==> config.mk <==
export PLATFORM = sky130hd
export DESIGN_NAME = qe_enable_seq
export DESIGN_NICKNAME = d
export VERILOG_FILES = /design/src/rtl/qe_seq_pkg.sv /design/src/rtl/qe_half_tick.sv /design/src/rtl/qe_byte_shifter.sv /design/src/rtl/qe_enable_seq.sv
export SDC_FILE = /design/constraint.sdc
export NUM_CORES = 1
export LEC_CHECK = 0
export BUFFER_PORTS_ARGS = -buffer_cell sky130_fd_sc_hd__buf_2
export CORE_MARGIN = 2
export CORE_UTILIZATION = 55
export CTS_BUF_LIST = sky130_fd_sc_hd__clkbuf_8
export CTS_CLUSTER_SIZE = 40
export DETAILED_ROUTE_END_ITERATION = 8
export GPL_ROUTABILITY_DRIVEN = 0
export PLACE_DENSITY_LB_ADDON = 0.2
export SLEW_MARGIN = 20
export SYNTH_ARGS = -nofsm -noshare
export SYNTH_HDL_FRONTEND = slang
export SYNTH_SLANG_ARGS = --single-unit
==> constraint.sdc <==
create_clock -name clk -period 2.5 [get_ports clk]
set_input_delay 0.25 -clock clk [delete_from_list [all_inputs] [get_ports clk]]
set_output_delay 0.25 -clock clk [all_outputs]
set_load 0.01 [all_outputs]
==> src/rtl/qe_seq_pkg.sv <==
package qe_seq_pkg;

    typedef enum logic [2:0] {
        ST_GAP,
        ST_LAUNCH,
        ST_SHIFT,
        ST_EVAL,
        ST_DONE,
        ST_HALT
    } seq_state_e;

    typedef enum logic [1:0] {
        XF_STATUS_RD,
        XF_WR_LATCH,
        XF_STATUS_WR
    } xfer_e;

    localparam logic [7:0] OPC_STATUS_RD = 8'h05;
    localparam logic [7:0] OPC_WR_LATCH  = 8'h06;
    localparam logic [7:0] OPC_STATUS_WR = 8'h01;
    localparam logic [7:0] FILL_BYTE     = 8'h00;

endpackage

==> src/rtl/qe_half_tick.sv <==
module qe_half_tick #(
    parameter int DIV = 4
) (
    input  logic clk,
    input  logic rst_n,
    input  logic run,
    output logic tick
);
    localparam int HALF = DIV / 2;
    localparam int CW   = (HALF > 1) ? $clog2(HALF) : 1;

    generate
        if (HALF == 1) begin : g_every
            assign tick = run;
        end else begin : g_count
            logic [CW-1:0] cnt;
            assign tick = run && (cnt == CW'(HALF - 1));
            always_ff @(posedge clk or negedge rst_n) begin
                if (!rst_n)             cnt <= '0;
                else if (!run || tick)  cnt <= '0;
                else                    cnt <= cnt + 1'b1;
            end
        end
    endgenerate

endmodule

==> src/rtl/qe_byte_shifter.sv <==
module qe_byte_shifter #(
    parameter int DIV = 4
) (
    input  logic       clk,
    input  logic       rst_n,
    input  logic       go,
    input  logic [7:0] tx_byte,
    input  logic       miso,
    output logic       sck,
    output logic       mosi,
    output logic       busy,
    output logic [7:0] rx_byte,
    output logic       byte_done
);
    logic       tick;
    logic [7:0] sh;
    logic [2:0] bits;

    qe_half_tick #(.DIV(DIV)) u_tick (
        .clk  (clk),
        .rst_n(rst_n),
        .run  (busy),
        .tick (tick)
    );

    assign mosi = sh[7];

    always_ff @(posedge clk or negedge rst_n) begin
        if (!rst_n) begin
            busy      <= 1'b0;
            sck       <= 1'b0;
            sh        <= '0;
            bits      <= '0;
            rx_byte   <= '0;
            byte_done <= 1'b0;
        end else begin
            byte_done <= 1'b0;
            if (go && !busy) begin
                busy <= 1'b1;
                sh   <= tx_byte;
                bits <= '0;
                sck  <= 1'b0;
            end else if (busy && tick) begin
                if (!sck) begin
                    sck     <= 1'b1;
                    rx_byte <= {rx_byte[6:0], miso};
                end else begin
                    sck <= 1'b0;
                    if (bits == 3'd7) begin
                        busy      <= 1'b0;
                        byte_done <= 1'b1;
                    end else begin
                        sh   <= {sh[6:0], 1'b0};
                        bits <= bits + 1'b1;
                    end
                end
            end
        end
    end

    // clock only toggles inside a byte
    assert_sck_idle_R9: assert property (@(posedge clk) disable iff (!rst_n)
        !busy |-> !sck);
    // a byte is never restarted while one is in flight
    assert_go_when_free_R3: assert property (@(posedge clk) disable iff (!rst_n)
        go |-> !busy);

endmodule

==> src/rtl/qe_enable_seq.sv <==
module qe_enable_seq
    import qe_seq_pkg::*;
#(
    parameter int         CLK_DIV     = 4,
    parameter logic [7:0] TARGET      = 8'h40,
    parameter int         GAP_PERIODS = 2
) (
    input  logic clk,
    input  logic rst_n,
    output logic spi_cs_n,
    output logic spi_sck,
    output logic spi_mosi,
    input  logic spi_miso,
    output logic done,
    output logic programmed
);
    localparam int GAP_CYC = GAP_PERIODS * CLK_DIV;
    localparam int GW      = $clog2(GAP_CYC + 1);
    localparam int HW      = $clog2(GAP_CYC + 2) + 1;

    seq_state_e state, nstate;
    xfer_e      xfer;
    logic       byte_idx;
    logic       wrote;
    logic [7:0] status;
    logic [GW-1:0] gap_cnt;

    logic       go, busy, byte_done, last_byte, finish;
    logic [7:0] tx_byte, rx_byte;

    qe_byte_shifter #(.DIV(CLK_DIV)) u_shift (
        .clk      (clk),
        .rst_n    (rst_n),
        .go       (go),
        .tx_byte  (tx_byte),
        .miso     (spi_miso),
        .sck      (spi_sck),
        .mosi     (spi_mosi),
        .busy     (busy),
        .rx_byte  (rx_byte),
        .byte_done(byte_done)
    );

    assign last_byte = (xfer == XF_WR_LATCH) || byte_idx;
    assign finish    = (xfer == XF_STATUS_RD) &&
                       (wrote ? !status[0] : (status == TARGET));

    always_comb begin
        unique case (xfer)
            XF_STATUS_RD: tx_byte = byte_idx ? FILL_BYTE : OPC_STATUS_RD;
            XF_WR_LATCH:  tx_byte = OPC_WR_LATCH;
            XF_STATUS_WR: tx_byte = byte_idx ? TARGET : OPC_STATUS_WR;
            default:      tx_byte = FILL_BYTE;
        endcase
    end

    always_comb begin
        nstate = state;
        unique case (state)
            ST_GAP:    if (gap_cnt == GW'(GAP_CYC - 1)) nstate = ST_LAUNCH;
            ST_LAUNCH: nstate = ST_SHIFT;
            ST_SHIFT:  if (byte_done) nstate = last_byte ? ST_EVAL : ST_LAUNCH;
            ST_EVAL:   nstate = finish ? ST_DONE : ST_GAP;
            ST_DONE:   nstate = ST_HALT;
            ST_HALT:   nstate = ST_HALT;
            default:   nstate = ST_HALT;
        endcase
    end

    always_ff @(posedge clk or negedge rst_n) begin
        if (!rst_n) begin
            state    <= ST_GAP;
            xfer     <= XF_STATUS_RD;
            byte_idx <= 1'b0;
            wrote    <= 1'b0;
            status   <= '0;
            gap_cnt  <= '0;
        end else begin
            state   <= nstate;
            gap_cnt <= (state == ST_GAP) ? gap_cnt + 1'b1 : '0;
            if (state == ST_SHIFT && byte_done) begin
                if (!last_byte) byte_idx <= 1'b1;
                if (xfer == XF_STATUS_RD && byte_idx) status <= rx_byte;
            end
            if (state == ST_EVAL) begin
                byte_idx <= 1'b0;
                unique case (xfer)
                    XF_STATUS_RD: if (!finish && !wrote) xfer <= XF_WR_LATCH;
                    XF_WR_LATCH:  xfer <= XF_STATUS_WR;
                    XF_STATUS_WR: begin
                        xfer  <= XF_STATUS_RD;
                        wrote <= 1'b1;
                    end
                    default:      xfer <= XF_STATUS_RD;
                endcase
            end
        end
    end

    always_comb begin
        spi_cs_n   = !((state == ST_LAUNCH) || (state == ST_SHIFT));
        go         = (state == ST_LAUNCH);
        done       = (state == ST_DONE);
        programmed = wrote;
    end

    // checker: consecutive high cycles of chip select, saturating
    logic [HW-1:0] hi_cnt;
    always_ff @(posedge clk or negedge rst_n) begin
        if (!rst_n)                               hi_cnt <= '0;
        else if (!spi_cs_n)                       hi_cnt <= '0;
        else if (hi_cnt != HW'(2 * CLK_DIV + 1))  hi_cnt <= hi_cnt + 1'b1;
    end

    assert_cs_gap_R7: assert property (@(posedge clk) disable iff (!rst_n)
        $fell(spi_cs_n) |-> hi_cnt >= HW'(2 * CLK_DIV));
    assert_sck_low_deselect_R9: assert property (@(posedge clk) disable iff (!rst_n)
        spi_cs_n |-> !spi_sck);
    assert_done_single_R8: assert property (@(posedge clk) disable iff (!rst_n)
        done |=> !done);
    assert_prog_sticky_R8: assert property (@(posedge clk) disable iff (!rst_n)
        programmed |=> programmed);
    assert_done_idle_bus_R4: assert property (@(posedge clk) disable iff (!rst_n)
        done |-> (spi_cs_n && !busy));

endmodule

# [Word level (Yosys, flattened, before mapping)]
# Index checks and enable logic that the tools add are counted.
[totals] wordCells=96 input_bits=3 ff_bits=42
[op_classes] n_reduce_logical=29 bitwise_logic=2 muxes=35 n_eq_ne=14 add_sub_neg=3
[op_table] operator="8-bit 2-to-1 mux" n=4
[op_table] operator="3-bit 2-to-1 mux" n=8
[op_table] operator="7-bit one-hot mux with 3 select lines" n=1
[op_table] operator="1-bit 2-to-1 mux" n=16
[op_table] operator="3-bit one-hot mux with 4 select lines" n=1
[op_table] operator="2-bit AND reduction" n=5
[op_table] operator="3-bit AND reduction" n=3
[op_table] operator="8-bit by 7-bit == test with 1-bit output (second input constant)" n=1
[op_table] operator="2-bit by 1-bit != test with 1-bit output (second input constant)" n=4
[op_table] operator="2-bit nonzero test" n=4
[op_table] operator="1-bit logical AND" n=7
[op_table] operator="7-bit 2-to-1 mux" n=1
[op_table] operator="3-bit by 2-bit == test with 1-bit output (second input constant)" n=2
[op_table] operator="3-bit == test (second input constant)" n=2
[op_table] operator="1-bit logical NOT" n=5
[op_table] operator="4-bit by 1-bit adder with 4-bit output (second input constant)" n=1
[op_table] operator="4-bit by 3-bit == test with 1-bit output (second input constant)" n=1
[op_table] operator="2-bit 2-to-1 mux" n=2
[op_table] operator="4-bit 2-to-1 mux" n=1
[op_table] operator="2-bit one-hot mux with 2 select lines" n=1
[op_table] operator="3-bit by 1-bit adder with 3-bit output (second input constant)" n=1
[op_table] operator="3-bit by 1-bit == test with 1-bit output (second input constant)" n=1
[op_table] operator="3-bit logical NOT" n=1
[op_table] operator="1-bit logical OR" n=3
[op_table] operator="other kinds (6)" n=7

# [Logic depth before layout (Yosys ltp)]
[depth] ltp_word=7 ltp_mapped=5 ltp_nobuf=5

# [Hierarchy]
# A second synthesis with hierarchy kept.
[hier_totals] hier_cells=151 hier_area_um2=1843.0
[modules_own_cells] mod="qe_byte_shifter" instances=1 seq_area_each_um2=550.5 cells_per_inst=73 area_each_um2=930.9
[modules_own_cells] mod="qe_enable_seq" instances=1 seq_area_each_um2=475.5 cells_per_inst=75 area_each_um2=870.8
[modules_own_cells] mod="qe_half_tick" instances=1 seq_area_each_um2=25.0 cells_per_inst=3 area_each_um2=41.3

# [Least setup slack after synthesis]
# No wires, ideal clock.
[synth_timing] kind="reg-to-reg" from="register state[2]" to="register status[0]" arrival_ps=1631 slack_ps=744 n_path_buf=0 setup_time_ps=125 required_ps=2375 path_stages_with_launch=4 path_cell_list="dfrtp_1 > or3_4 > nor4_4 > mux2_2"
[synth_between] elab_chain_cells=3
[synth_lines] item="start: declaration" line_no="qe_enable_seq.sv:21" text="seq_state_e state, nstate;"
[synth_lines] item="start signal: assignment" line_no="qe_enable_seq.sv:79" text="state <= nstate;"
[synth_lines] item="3-bit by 2-bit == test with 1-bit output" line_no="qe_enable_seq.sv:81" text="if (state == ST_SHIFT && byte_done) begin"
[synth_lines] item="1-bit logical AND" line_no="qe_enable_seq.sv:81"
[synth_lines] item="2-bit AND reduction (no source line)"
[synth_lines] item="end signal: assignment" line_no="qe_enable_seq.sv:83" text="if (xfer == XF_STATUS_RD && byte_idx) status <= rx_byte;"
[synth_lines] item="end: declaration" line_no="qe_enable_seq.sv:25" text="logic [7:0] status;"
# No other way between the ends.
# A chain may end at the register's enable or synchronous reset.

# [Worst setup path after layout]
[layout_timing] from="register state[2]" to="register status[1]"
# The elaborated chain is that of the path after synthesis.

==> results.py <==
metrics = {
    "outcome": {
        "outcome": "completed",
    },
    "power": {
        "leakage_nw": 0.934,
        "power.density_nw_per_um2": 626,
        "vdd_drop_max_mv": 0.392,
    },
    "sta": {
        "hold_viol": 0,
        "relSlewSlack": 0.402,
        "finalCritPeriodShare": 0.773,
        "slew_viol_final": 0,
        "whs_ns": 0.0761,
        "finalCriticalPeriod_ns": 1.93,
        "worst_pin_slew_ns": 0.897,
        "finClkSkew_ns": 0.00798,
        "clock.fmax_mhz": 517,
        "setup_tns_ns": 0,
        "finalSetupViolations": 0,
        "rsz0062_at_grt": "false",
    },
    "routing": {
        "highest_layer": "met4",
        "finalWirelength_um": 2760,
        "num_vias": 1066,
        "wl_per_cell_um": 14.3,
        "drc_errors": 0,
        "met1_length_um": 1390,
        "wl_met2_um": 1220,
        "wl_met3_um": 83,
        "drtIter0Drc": 35,
        "final_antenna_net_count": 0,
        "viasPerCell": 5.52,
        "first_pass_iters": 4,
    },
    "worst_setup_path": {
        "timing.rr.start": "state[2]$_DFFE_PN0P_",
        "worst-endpoint-required_ns": 2.68,
        "rr_worst_depth": 3,
        "cp.arrival_ns": 2.11,
        "critical_path_class": "register to register",
        "crit_chain": "or3_4, nor4_4, mux2_2",
        "rr_endpoint": "status[1]$_DFFE_PN0P_",
        "r2r_slack_ns": 0.57,
        "cp_max_fo": 9,
        "slowest_delay_ns": 0.49,
        "cp-start-kind": "register",
        "cpMaxStageDelayCell": "nor4_4",
        "cp-end-kind": "register",
        "setup.worst_path.start": "state[2]$_DFFE_PN0P_",
    },
    "layout": {
        "mostFrequentLayoutCells": "42 x dfrtp_1, 17 x mux2_2, 11 x nor2_1",
        "layout_commonest_cell": "dfrtp_1",
        "syn2layout_area_growth_pct": 11.2,
        "n_antenna_cell": 0,
        "drive_gt1_frac": 0.262,
        "nNetsFinal": 154,
        "nFillCells": 246,
    },
    "clock_tree": {
        "cts.sink_count": 42,
        "hold_buffers": 0,
        "clkLatencyLatePin_ns": 0.30,
        "numCtsBuffers": 5,
        "cts_resized": 0,
        "postCtsSetupRepairBufs": 0,
        "cts_max_level": 2,
        "path_clk_slew_ns": 0.07,
        "cts_tree": "done",
        "clk_path_buf_depth": 2,
        "ctsRootBufferMaster": "clkbuf_8",
    },
    "synthesis": {
        "syn_inst": 136,
        "ys_warn_count": 0,
        "synth_flop_cell": "dfrtp_1",
        "async_flop_share": 1.00,
        "synthDistinctLibCells": 36,
        "synth_area_um2": 1760,
        "synth_area_per_cell_um2": 13.0,
        "syn_nets": 142,
        "ys_seq_elements": 42,
        "yosysSeqAreaShare": 0.596,
        "synth_edf_count": 0,
    },
    "floorplan": {
        "die_area_um2": 3670,
        "std_cell_rows": 20,
        "floorplan.die.width_um": 60.6,
        "io_pins": 8,
        "core_area_um2": 3050,
        "die_h_um": 60.6,
        "initial_core_util": 0.577,
    },
    "global_routing": {
        "grtUsageTotal": 0.178,
        "grt_remaining_overflow": 0,
        "first_global_vias": 995,
        "grt_max_degree": 43,
        "grt_pass1_wl_um": 4610,
        "antenna_found_initial": 0,
    },
    "flow_run": {
        "drv_cap": 0,
    },
    "hold_path": {
        "hp-class": "input pin to asynchronous set/reset pin",
    },
    "placed_design": {
        "portBuffers": 7,
        "dpl.hpwl_um": 1900,
    },
}
-- through the flow --
stage	worst slack (ns)	power, mW	std cells	util	cell area, µm²
after floorplan	0.744	0.708	136	-	1760
after global placement	0.636	0.723	185	0.607	1850
after detailed placement	0.568	0.724	185	0.607	1850
after CTS	0.551	1.24	193	0.642	1960
after global routing	0.449	1.28	193	0.642	1960
final	0.567	1.23	193	0.642	1960
-- worst max-delay path by stage --
| stage | endpoint |
|---|---|
| floorplan | status[0]$_DFFE_PN0P_ |
| global placement | status[7]$_DFFE_PN0P_ |
| detailed placement | status[1]$_DFFE_PN0P_ |
| CTS | status[1]$_DFFE_PN0P_ |
| global route | status[1]$_DFFE_PN0P_ |
| finish | status[1]$_DFFE_PN0P_ |
-- state kept, by name (all words and copies together), names as in the netlist --
register and flops:
byte_idx 1, gap_cnt 4, programmed 1, state 3, status 8, u_shift.bits 3
u_shift.busy 1, u_shift.byte_done 1, u_shift.rx_byte 8, u_shift.sck 1, u_shift.sh 8, u_shift.u_tick.g_count.cnt 1
xfer 2
-- critical path, delay by kind of cell (launching register included) --
| kind | cells | cell delay [ns] |
|---|---|---|
| muxes | 1 | 0.41 |
| DFF | 1 | 0.47 |
| and+or+nand+nor | 2 | 0.94 |
-- synth_stat cells, types with 3 or more instances --
| library cell | instances | area [µm²] |
|---|---|---|
| a22o_1 | 7 | 61.3 |
| clkbuf_1 | 3 | 11.3 |
| dfrtp_1 | 42 | 1050 |
| ha_1 | 3 | 37.5 |
| inv_1 | 6 | 22.5 |
| mux2_2 | 17 | 191 |
| nand2_1 | 7 | 26.3 |
| nand2b_1 | 5 | 31.3 |
| nor2_1 | 11 | 41.3 |
| o21ai_0 | 3 | 15.0 |
-- power breakdown --
| group | switching, mW | total (mW) | internal, mW | leakage (nW) |
|---|---|---|---|---|
| combinational | 0.0141 | 0.0199 | 0.00586 | 0.333 |
| clock | 0.225 | 0.518 | 0.294 | 0.0579 |
| sequential | 0.00430 | 0.690 | 0.685 | 0.543 |
| total | 0.243 | 1.23 | 0.985 | 0.934 |
-- area by class of cell --
class | instances | area (µm²) | share of cell area
inverter | 6 | 22.5 | 0.0115
tap | 44 | 55.1 | 0.0281
clock inverter | 3 | 40.0 | 0.0204
timing repair buffer | 9 | 50.0 | 0.0255
sequential | 42 | 1050 | 0.536
clock buffer | 5 | 68.8 | 0.0351
multi-input combinational | 84 | 673 | 0.343
-- layer usage --
metal | up-vias | GRT usage
met2 | 10 | 0.247
met5 | - | 0
met3 | 5 | 0.0640
met1 | 538 | 0.250
met4 | 0 | 0.0839
li1 | 513 | -
-- logic make-up after synthesis --
| kind of cell | count (synthesis) | synth area share |
|---|---|---|
| AOI/OAI and AO/OA | 22 | 0.0987 |
| muxes | 17 | 0.109 |
| buffers and inverters | 10 | 0.0220 |
| adders and majority gates | 3 | 0.0213 |
| xor gates and xnor gates | 3 | 0.0149 |
| and+or+nand+nor | 39 | 0.138 |
| DFF | 42 | 0.596 |
(Power assumes the default switching activity.)
